`src/rtl/lane_align_pkg.sv`:
```
package lane_align_pkg;
   typedef enum logic [1:0] {
      ST_HUNT = 2'd0,
      ST_SKIP = 2'd1,
      ST_LOCK = 2'd2,
      ST_FAIL = 2'd3
   } hunt_st_e;
endpackage

```
`src/rtl/lane_gearbox.sv`:
```
module lane_gearbox #(
   parameter int WORD_W  = 7,
   parameter int BITS_PC = 2
) (
   input  logic               clk,
   input  logic               rst_n,
   input  logic [BITS_PC-1:0] din_i,
   input  logic               slip_i,
   output logic [WORD_W-1:0]  word_o,
   output logic               wvld_o
);
   localparam int VW = WORD_W - 1 + BITS_PC;
   localparam int CW = $clog2(VW + 1);

   logic [WORD_W-2:0] hold_q;
   logic [CW-1:0]     cnt_q, cnt_d, tot, tot_s;
   logic [VW-1:0]     cat;
   logic [WORD_W-1:0] word_d;
   logic              emit;

   // oldest valid bit sits at cat[tot-1]
   always_comb begin
      cat    = {hold_q, din_i};
      tot    = cnt_q + CW'(BITS_PC);
      tot_s  = tot - CW'(slip_i);
      emit   = (tot_s >= CW'(WORD_W));
      word_d = WORD_W'(cat >> (tot_s - CW'(WORD_W)));
      cnt_d  = emit ? (tot_s - CW'(WORD_W)) : tot_s;
   end

   always_ff @(posedge clk or negedge rst_n) begin
      if (!rst_n) begin
         cnt_q  <= '0;
         hold_q <= '0;
         word_o <= '0;
         wvld_o <= 1'b0;
      end else begin
         cnt_q  <= cnt_d;
         hold_q <= cat[WORD_W-2:0];
         wvld_o <= emit;
         if (emit) word_o <= word_d;
      end
   end

   // two bits per cycle can never fill a word on back-to-back cycles
   p_word_gap_r2: assert property (@(posedge clk) disable iff (!rst_n)
      wvld_o |=> !wvld_o);
endmodule

```
`src/rtl/lane_hunter.sv`:
```
module lane_hunter
   import lane_align_pkg::*;
#(
   parameter int                WORD_W     = 7,
   parameter logic [WORD_W-1:0] FRAME_WORD = 7'b1111000,
   parameter int                LOCK_RUN   = 8,
   parameter int                SKIP_WORDS = 4,
   parameter int                SLIP_LIMIT = 7
) (
   input  logic              clk,
   input  logic              rst_n,
   input  logic              restart_i,
   input  logic [WORD_W-1:0] word_i,
   input  logic              wvld_i,
   output logic              slip_o,
   output logic              locked_o,
   output logic              err_o
);
   localparam int MCW = $clog2(LOCK_RUN + 1);
   localparam int SCW = $clog2(SLIP_LIMIT + 1);
   localparam int WCW = $clog2(SKIP_WORDS + 1);

   hunt_st_e       st_q;
   logic [MCW-1:0] run_q;
   logic [SCW-1:0] slips_q;
   logic [WCW-1:0] skip_q;

   always_ff @(posedge clk or negedge rst_n) begin
      if (!rst_n) begin
         st_q    <= ST_HUNT;
         run_q   <= '0;
         slips_q <= '0;
         skip_q  <= '0;
         slip_o  <= 1'b0;
      end else begin
         slip_o <= 1'b0;
         if (restart_i) begin
            st_q    <= ST_HUNT;
            run_q   <= '0;
            slips_q <= '0;
            skip_q  <= '0;
         end else begin
            unique case (st_q)
               ST_HUNT: if (wvld_i) begin
                  if (word_i == FRAME_WORD) begin
                     if (run_q == MCW'(LOCK_RUN - 1)) st_q <= ST_LOCK;
                     run_q <= run_q + 1'b1;
                  end else begin
                     run_q <= '0;
                     if (slips_q == SCW'(SLIP_LIMIT)) begin
                        st_q <= ST_FAIL;
                     end else begin
                        slip_o  <= 1'b1;
                        slips_q <= slips_q + 1'b1;
                        skip_q  <= WCW'(SKIP_WORDS);
                        st_q    <= ST_SKIP;
                     end
                  end
               end
               ST_SKIP: if (wvld_i) begin
                  skip_q <= skip_q - 1'b1;
                  if (skip_q == WCW'(1)) st_q <= ST_HUNT;
               end
               default: ;
            endcase
         end
      end
   end

   assign locked_o = (st_q == ST_LOCK);
   assign err_o    = (st_q == ST_FAIL);

   p_lock_from_frame_r3: assert property (@(posedge clk) disable iff (!rst_n)
      $rose(locked_o) |-> $past(wvld_i && (word_i == FRAME_WORD)));
   p_slip_single_r4: assert property (@(posedge clk) disable iff (!rst_n)
      slip_o |=> !slip_o);
   p_lock_sticky_r5: assert property (@(posedge clk) disable iff (!rst_n)
      (locked_o && !restart_i) |=> locked_o);
   p_err_sticky_r6: assert property (@(posedge clk) disable iff (!rst_n)
      (err_o && !restart_i) |=> err_o);
   p_restart_clear_r7: assert property (@(posedge clk) disable iff (!rst_n)
      restart_i |=> (!locked_o && !err_o));
endmodule

```
`src/rtl/lane_pair_merge.sv`:
```
module lane_pair_merge #(
   parameter int WORD_W = 7,
   parameter int FIFO_D = 4
) (
   input  logic                   clk,
   input  logic                   rst_n,
   input  logic [1:0][WORD_W-1:0] word_i,
   input  logic [1:0]             wvld_i,
   input  logic [1:0]             locked_i,
   input  logic [1:0]             delay_i,
   output logic [2*WORD_W-1:0]    sample_o,
   output logic                   valid_o
);
   localparam int IW = $clog2(FIFO_D);
   localparam int FW = $clog2(FIFO_D + 1);

   logic [WORD_W-1:0] fq_q  [2][FIFO_D];
   logic [FW-1:0]     fcnt_q[2];
   logic [WORD_W-1:0] dly_q [2];
   logic [WORD_W-1:0] eff   [2];
   logic [1:0]        delay_q;
   logic              primed_q, both, fire, chg;

   always_comb begin
      both = &locked_i;
      fire = both && (fcnt_q[0] != '0) && (fcnt_q[1] != '0);
      chg  = (delay_i != delay_q);
      for (int l = 0; l < 2; l++) eff[l] = delay_i[l] ? dly_q[l] : fq_q[l][0];
   end

   always_ff @(posedge clk or negedge rst_n) begin
      if (!rst_n) begin
         for (int l = 0; l < 2; l++) fcnt_q[l] <= '0;
         delay_q  <= '0;
         primed_q <= 1'b0;
         valid_o  <= 1'b0;
         sample_o <= '0;
      end else begin
         delay_q <= delay_i;
         if (!both) begin
            for (int l = 0; l < 2; l++) fcnt_q[l] <= '0;
            primed_q <= 1'b0;
            valid_o  <= 1'b0;
         end else begin
            for (int l = 0; l < 2; l++) begin
               if (fire) begin
                  for (int e = 0; e < FIFO_D - 1; e++) fq_q[l][e] <= fq_q[l][e+1];
                  dly_q[l] <= fq_q[l][0];
               end
               if (wvld_i[l])
                  fq_q[l][IW'(fcnt_q[l] - FW'(fire))] <= word_i[l];
               fcnt_q[l] <= fcnt_q[l] + FW'(wvld_i[l]) - FW'(fire);
            end
            if (fire) sample_o <= {eff[0], eff[1]};
            valid_o  <= fire && primed_q && !chg;
            primed_q <= chg ? 1'b0 : (primed_q || fire);
         end
      end
   end

   p_valid_needs_lock_r9: assert property (@(posedge clk) disable iff (!rst_n)
      !both |=> !valid_o);
   p_delay_change_r10: assert property (@(posedge clk) disable iff (!rst_n)
      chg |=> !valid_o);

   for (genvar g = 0; g < 2; g++) begin : g_room
      p_queue_room_r8: assert property (@(posedge clk) disable iff (!rst_n)
         (both && wvld_i[g] && !fire) |-> (fcnt_q[g] < FW'(FIFO_D)));
   end
endmodule

```
`src/rtl/dual_lane_word_aligner.sv`:
```
module dual_lane_word_aligner #(
   parameter int           WORD_W       = 7,
   parameter int           BITS_PC      = 2,
   parameter logic [13:0]  FRAME_SAMPLE = 14'h3C78,
   parameter int           LOCK_RUN     = 8,
   parameter int           SKIP_WORDS   = 4,
   parameter int           SLIP_LIMIT   = 7,
   parameter int           FIFO_D       = 4
) (
   input  logic                clk,
   input  logic                rst_n,
   input  logic [BITS_PC-1:0]  lane0_bits,
   input  logic [BITS_PC-1:0]  lane1_bits,
   input  logic                restart,
   input  logic [1:0]          lane_delay,
   output logic [2*WORD_W-1:0] sample,
   output logic                sample_valid,
   output logic [1:0]          lane_locked,
   output logic [1:0]          lane_error
);
   localparam int NL = 2;

   if (BITS_PC < 1 || BITS_PC >= WORD_W) begin : g_bad_pc
      $error("BITS_PC must lie in 1..WORD_W-1");
   end
   if (2 * WORD_W != 14) begin : g_bad_w
      $error("frame sample width must equal two lane words");
   end
   if (FIFO_D < 2 || (FIFO_D & (FIFO_D - 1)) != 0) begin : g_bad_fd
      $error("FIFO_D must be a power of two of at least 2");
   end
   if (LOCK_RUN < 1 || SKIP_WORDS < 1 || SLIP_LIMIT < 1) begin : g_bad_cnt
      $error("search counts must be positive");
   end

   logic [NL-1:0][BITS_PC-1:0] din;
   logic [NL-1:0][WORD_W-1:0]  word;
   logic [NL-1:0]              wvld, slip;

   assign din[0] = lane0_bits;
   assign din[1] = lane1_bits;

   for (genvar g = 0; g < NL; g++) begin : g_lane
      localparam logic [WORD_W-1:0] LANE_FRAME = FRAME_SAMPLE[(NL-1-g)*WORD_W +: WORD_W];

      lane_gearbox #(.WORD_W(WORD_W), .BITS_PC(BITS_PC)) gbx_i (
         .clk    (clk),
         .rst_n  (rst_n),
         .din_i  (din[g]),
         .slip_i (slip[g]),
         .word_o (word[g]),
         .wvld_o (wvld[g])
      );

      lane_hunter #(
         .WORD_W     (WORD_W),
         .FRAME_WORD (LANE_FRAME),
         .LOCK_RUN   (LOCK_RUN),
         .SKIP_WORDS (SKIP_WORDS),
         .SLIP_LIMIT (SLIP_LIMIT)
      ) hnt_i (
         .clk       (clk),
         .rst_n     (rst_n),
         .restart_i (restart),
         .word_i    (word[g]),
         .wvld_i    (wvld[g]),
         .slip_o    (slip[g]),
         .locked_o  (lane_locked[g]),
         .err_o     (lane_error[g])
      );
   end

   lane_pair_merge #(.WORD_W(WORD_W), .FIFO_D(FIFO_D)) mrg_i (
      .clk      (clk),
      .rst_n    (rst_n),
      .word_i   (word),
      .wvld_i   (wvld),
      .locked_i (lane_locked),
      .delay_i  (lane_delay),
      .sample_o (sample),
      .valid_o  (sample_valid)
   );

   p_valid_locked_r9: assert property (@(posedge clk) disable iff (!rst_n)
      sample_valid |-> $past(lane_locked == 2'b11));
endmodule

```
`config.mk`:
```
export PLATFORM = sky130hd
export DESIGN_NAME = dual_lane_word_aligner
export DESIGN_NICKNAME = d
export VERILOG_FILES = /design/src/rtl/lane_align_pkg.sv /design/src/rtl/lane_gearbox.sv /design/src/rtl/lane_hunter.sv /design/src/rtl/lane_pair_merge.sv /design/src/rtl/dual_lane_word_aligner.sv
export SDC_FILE = /design/constraint.sdc
export NUM_CORES = 1
export LEC_CHECK = 0
export ABC_AREA = 1
export BUFFER_PORTS_ARGS = -buffer_cell sky130_fd_sc_hd__buf_4
export CAP_MARGIN = 5
export CORE_MARGIN = 3
export CORE_UTILIZATION = 45
export CTS_CLUSTER_DIAMETER = 150
export DETAILED_ROUTE_END_ITERATION = 16
export GPL_ROUTABILITY_DRIVEN = 0
export PLACE_DENSITY = 0.65
export SYNTH_ARGS = -nofsm -noshare
export SYNTH_HDL_FRONTEND = slang
export SYNTH_SLANG_ARGS = --single-unit
```
`constraint.sdc`:
```
create_clock -name clk -period 3.4 [get_ports clk]
set_input_delay 0.34 -clock clk [delete_from_list [all_inputs] [get_ports clk]]
set_output_delay 0.34 -clock clk [all_outputs]
set_load 0.01 [all_outputs]
```
==> impl_metrics.env <==
export IMPL_status="complete, no violations"
export IMPL_antennaDiodeCount=0
export IMPL_grt_pass1_wl_um=22600
export IMPL_via_per_inst=4.82
export IMPL_crit_required_ns=3.49
export IMPL_antenna_found_initial=0
export IMPL_tritoncts="yes"
export IMPL_setup_tns_ns=0
export IMPL_nets=858
export IMPL_die_area_mm2=0.0181
export IMPL_core_mm2=0.0161
export IMPL_slew_headroom_pct=62.6
export IMPL_synth_edff_count=70
export IMPL_p_leak_uw=0.00390
export IMPL_synth_area_top_cells="dfrtp_1 29%, edfxtp_1 28%, nand2_1 12%, nand3_1 5.4%, inv_1 4.1%"
export IMPL_ant_nets=0
export IMPL_first_pass_iters=5
export IMPL_grt_pass1_vias=4761
export IMPL_grt_max_degree=39
export IMPL_netlist_top_cells_count="237 x nand2_1, 86 x dfrtp_1, 82 x inv_1, 81 x nand3_1, 70 x edfxtp_1"
export IMPL_yosysSeqAreaShare_pct=57.1
export IMPL_rows=46
export IMPL_maxCapViolations=0
export IMPL_clkSinkCount=156
export IMPL_fillers=1470
export IMPL_power_density_mw_per_mm2=799
export IMPL_synthFlopType="dfrtp_1"
export IMPL_cts_root_buf="clkbuf_16"
export IMPL_placed_cells=1022
export IMPL_area_growth_syn_to_layout_pct=12.7
export IMPL_clk_latency_ns=0.43
export IMPL_hold_violations=0
export IMPL_multi_input_area_mm2=0.00274
export IMPL_cpPeakStageDelay_ns=0.43
export IMPL_die_w_um=135
export IMPL_regArea_mm2=0.00425
export IMPL_synth_cell_area_mm2=0.00745
export IMPL_synth_distinct_cells=36
export IMPL_num_vias=5084
export IMPL_syn_num_nets=826
export IMPL_grt_total_usage_pct=15.6
export IMPL_hp_class="input port to register"
export IMPL_rsz0062_at_grt="false"
export IMPL_postSynthCellCount=794
export IMPL_crit_type="register to register"
export IMPL_arrival_ns=2.78
export IMPL_layout_cells_non_filler=1055
export IMPL_cp_slowest_cell="nor2_2"
export IMPL_finalCriticalPeriod_ns=2.69
export IMPL_drt_initial_drc_count=365
export IMPL_die_h_um=135
export IMPL_max_freq_mhz=372
export IMPL_wl_per_cell_um=12.6
export IMPL_worstMarginPinSlew_ns=0.557
export IMPL_slew_viol_final=0
export IMPL_setup_viol=0
export IMPL_drc=0
export IMPL_synth_top_area_cell="dfrtp_1"
export IMPL_synthArstFlopShare_pct=55.1
export IMPL_vdd_ir_drop_max_mv=0.524
export IMPL_portBuffers=27
export IMPL_crit_chain="inv_1 > nor2_2 > nand2_4 > nor2_4 > nand3_2 > ha_1 > nor2_2 > nand2_2 > nand2_1"
export IMPL_htreeDepth=4
export IMPL_synth_area_per_cell_um2=9.39
export IMPL_path_clk_slew_ns=0.06
export IMPL_whs_ns=0.0328
export IMPL_grt_ovfl_total=0
export IMPL_crit_top_cell="nor2_2"
export IMPL_period_share_pct=79.1
export IMPL_drt_wl_total_um=13300
export IMPL_yosysMostFrequentCell="nand2_1"
export IMPL_cp_start_kind="register"
export IMPL_yosys_warnings=0
export IMPL_initial_core_util_pct=46.4
export IMPL_ys_ff_latch=156
export IMPL_io_pins=28
export IMPL_cts_buffers=17
export IMPL_hpwl_um=9620
export IMPL_cp_max_fo=13
export IMPL_worstSetupEndpointType="register"
export IMPL_layout_drive_gt1_share_pct=12.3
export IMPL_ctsLongestPathBuffers=2
export IMPL_clock_skew_ns=0.0186
export IMPL_synth_top_area_share_pct=28.9
==> power breakdown <==
part           switching (µW)  internal (µW)
registers                 198           2220
logic                    1680            862
clock network             733           1020
==> path summary, 6_finish.rpt <==
path	start	end	slack, ns	depth (start not counted)
setup / recovery	g_lane[1].hnt_i.st_q[1]$_DFFE_PN0P_	mrg_i.fq_q[0][14]$_DFFE_PP_	0.71	9
hold / removal	lane1_bits[0]	g_lane[1].gbx_i.hold_q[0]$_DFF_PN0_	0.03	1
setup reg to reg	g_lane[1].hnt_i.st_q[1]$_DFFE_PN0P_	mrg_i.fq_q[0][14]$_DFFE_PP_	0.71	9
hold reg to reg	g_lane[1].gbx_i.hold_q[1]$_DFF_PN0_	g_lane[1].gbx_i.hold_q[3]$_DFF_PN0_	0.39	0
max in group asynchronous	rst_n	g_lane[1].gbx_i.hold_q[4]$_DFF_PN0_	2.34	3
min in group asynchronous	rst_n	mrg_i.sample_o[4]$_DFFE_PN0N_	0.31	2
==> logic make-up after synthesis <==
group	after synthesis	share of synthesized area (%)
xor gates and xnor gates	17	2.10
AOI/OAI and AO/OA	90	6.26
adders and majority gates	23	4.06
and+or+nand+nor	401	24.4
buffers and inverters	107	6.14
DFF	156	57.1
==> state kept, by name (all words and copies together) (netlist names) <==
| signal | cells |
|---|---|
| g_lane.gbx_i.cnt_q | 8 |
| g_lane.gbx_i.hold_q | 12 |
| g_lane.gbx_i.word_o | 14 |
| g_lane.gbx_i.wvld_o | 2 |
| g_lane.hnt_i.run_q | 8 |
| g_lane.hnt_i.skip_q | 6 |
| g_lane.hnt_i.slip_o | 2 |
| g_lane.hnt_i.slips_q | 6 |
| g_lane.hnt_i.st_q | 4 |
| mrg_i.delay_q | 2 |
| mrg_i.dly_q | 14 |
| mrg_i.fcnt_q | 6 |
| mrg_i.fq_q | 56 |
| mrg_i.primed_q | 1 |
| mrg_i.sample_o | 14 |
| mrg_i.valid_o | 1 |
==> area by class of cell <==
| cell class | instances | area share (%) |
|---|---|---|
| multi-input combinational | 531 | 32.6 |
| timing repair buffer | 34 | 3.07 |
| clock buffer | 21 | 5.36 |
| tap | 216 | 3.22 |
| inverter | 86 | 3.87 |
| sequential | 156 | 50.7 |
| clock inverter | 11 | 1.16 |
==> worst max-delay path, delay by kind of cell, from the launching register on <==
kind / cells / cell delay [ns]
adders and majority gates: 1 / 0.35
buffers and inverters: 1 / 0.10
DFF: 1 / 0.39
and+or+nand+nor: 7 / 1.50
==> layout by cell type (no fill, tap or decap), types with 4 or more instances in the layout <==
master,Yosys,final
nand2_1,237,237
dfrtp_1,86,86
inv_1,82,82
nand3_1,81,81
edfxtp_1,70,70
o21ai_0,61,61
buf_4,4,33
nor2_1,31,31
ha_1,21,21
clkbuf_16,0,17
o21ai_1,14,14
nand4_1,10,10
or2_2,10,10
a21oi_1,9,9
xnor2_1,8,8
xor2_1,8,8
nand2_2,5,5
nand3_2,5,5
nor3_1,5,5
nand2_4,4,4
clkinvlp_4,0,4
clkinv_2,0,4
==> layer usage <==
layer,wire length [µm],global-route usage (%)
met3,443,3.91
met5,0,0
met2,6270,24.4
met1,6440,21.5
met4,146,5.09
==> stage by stage <==
stage / power (µW) / worst slack (ns) / area [µm²] / utilization, %
after floorplan: 4440 / 1.11 / 7450 / -
after global routing: 7280 / 0.537 / 8400 / 52.3
after global placement: 4960 / 0.881 / 7840 / 48.8
final: 6710 / 0.711 / 8400 / 52.3
after CTS: 6780 / 0.731 / 8400 / 52.3
after detailed placement: 4990 / 0.775 / 7840 / 48.8
==> repair_timing <==
action,in CTS,in global routing
endpoints found under the hold margin,12,0
endpoints found under the setup margin,0,0
setup buffers,0,0
hold buffers,1,0
gates resized for setup,0,0
(Power assumes the default switching activity.)
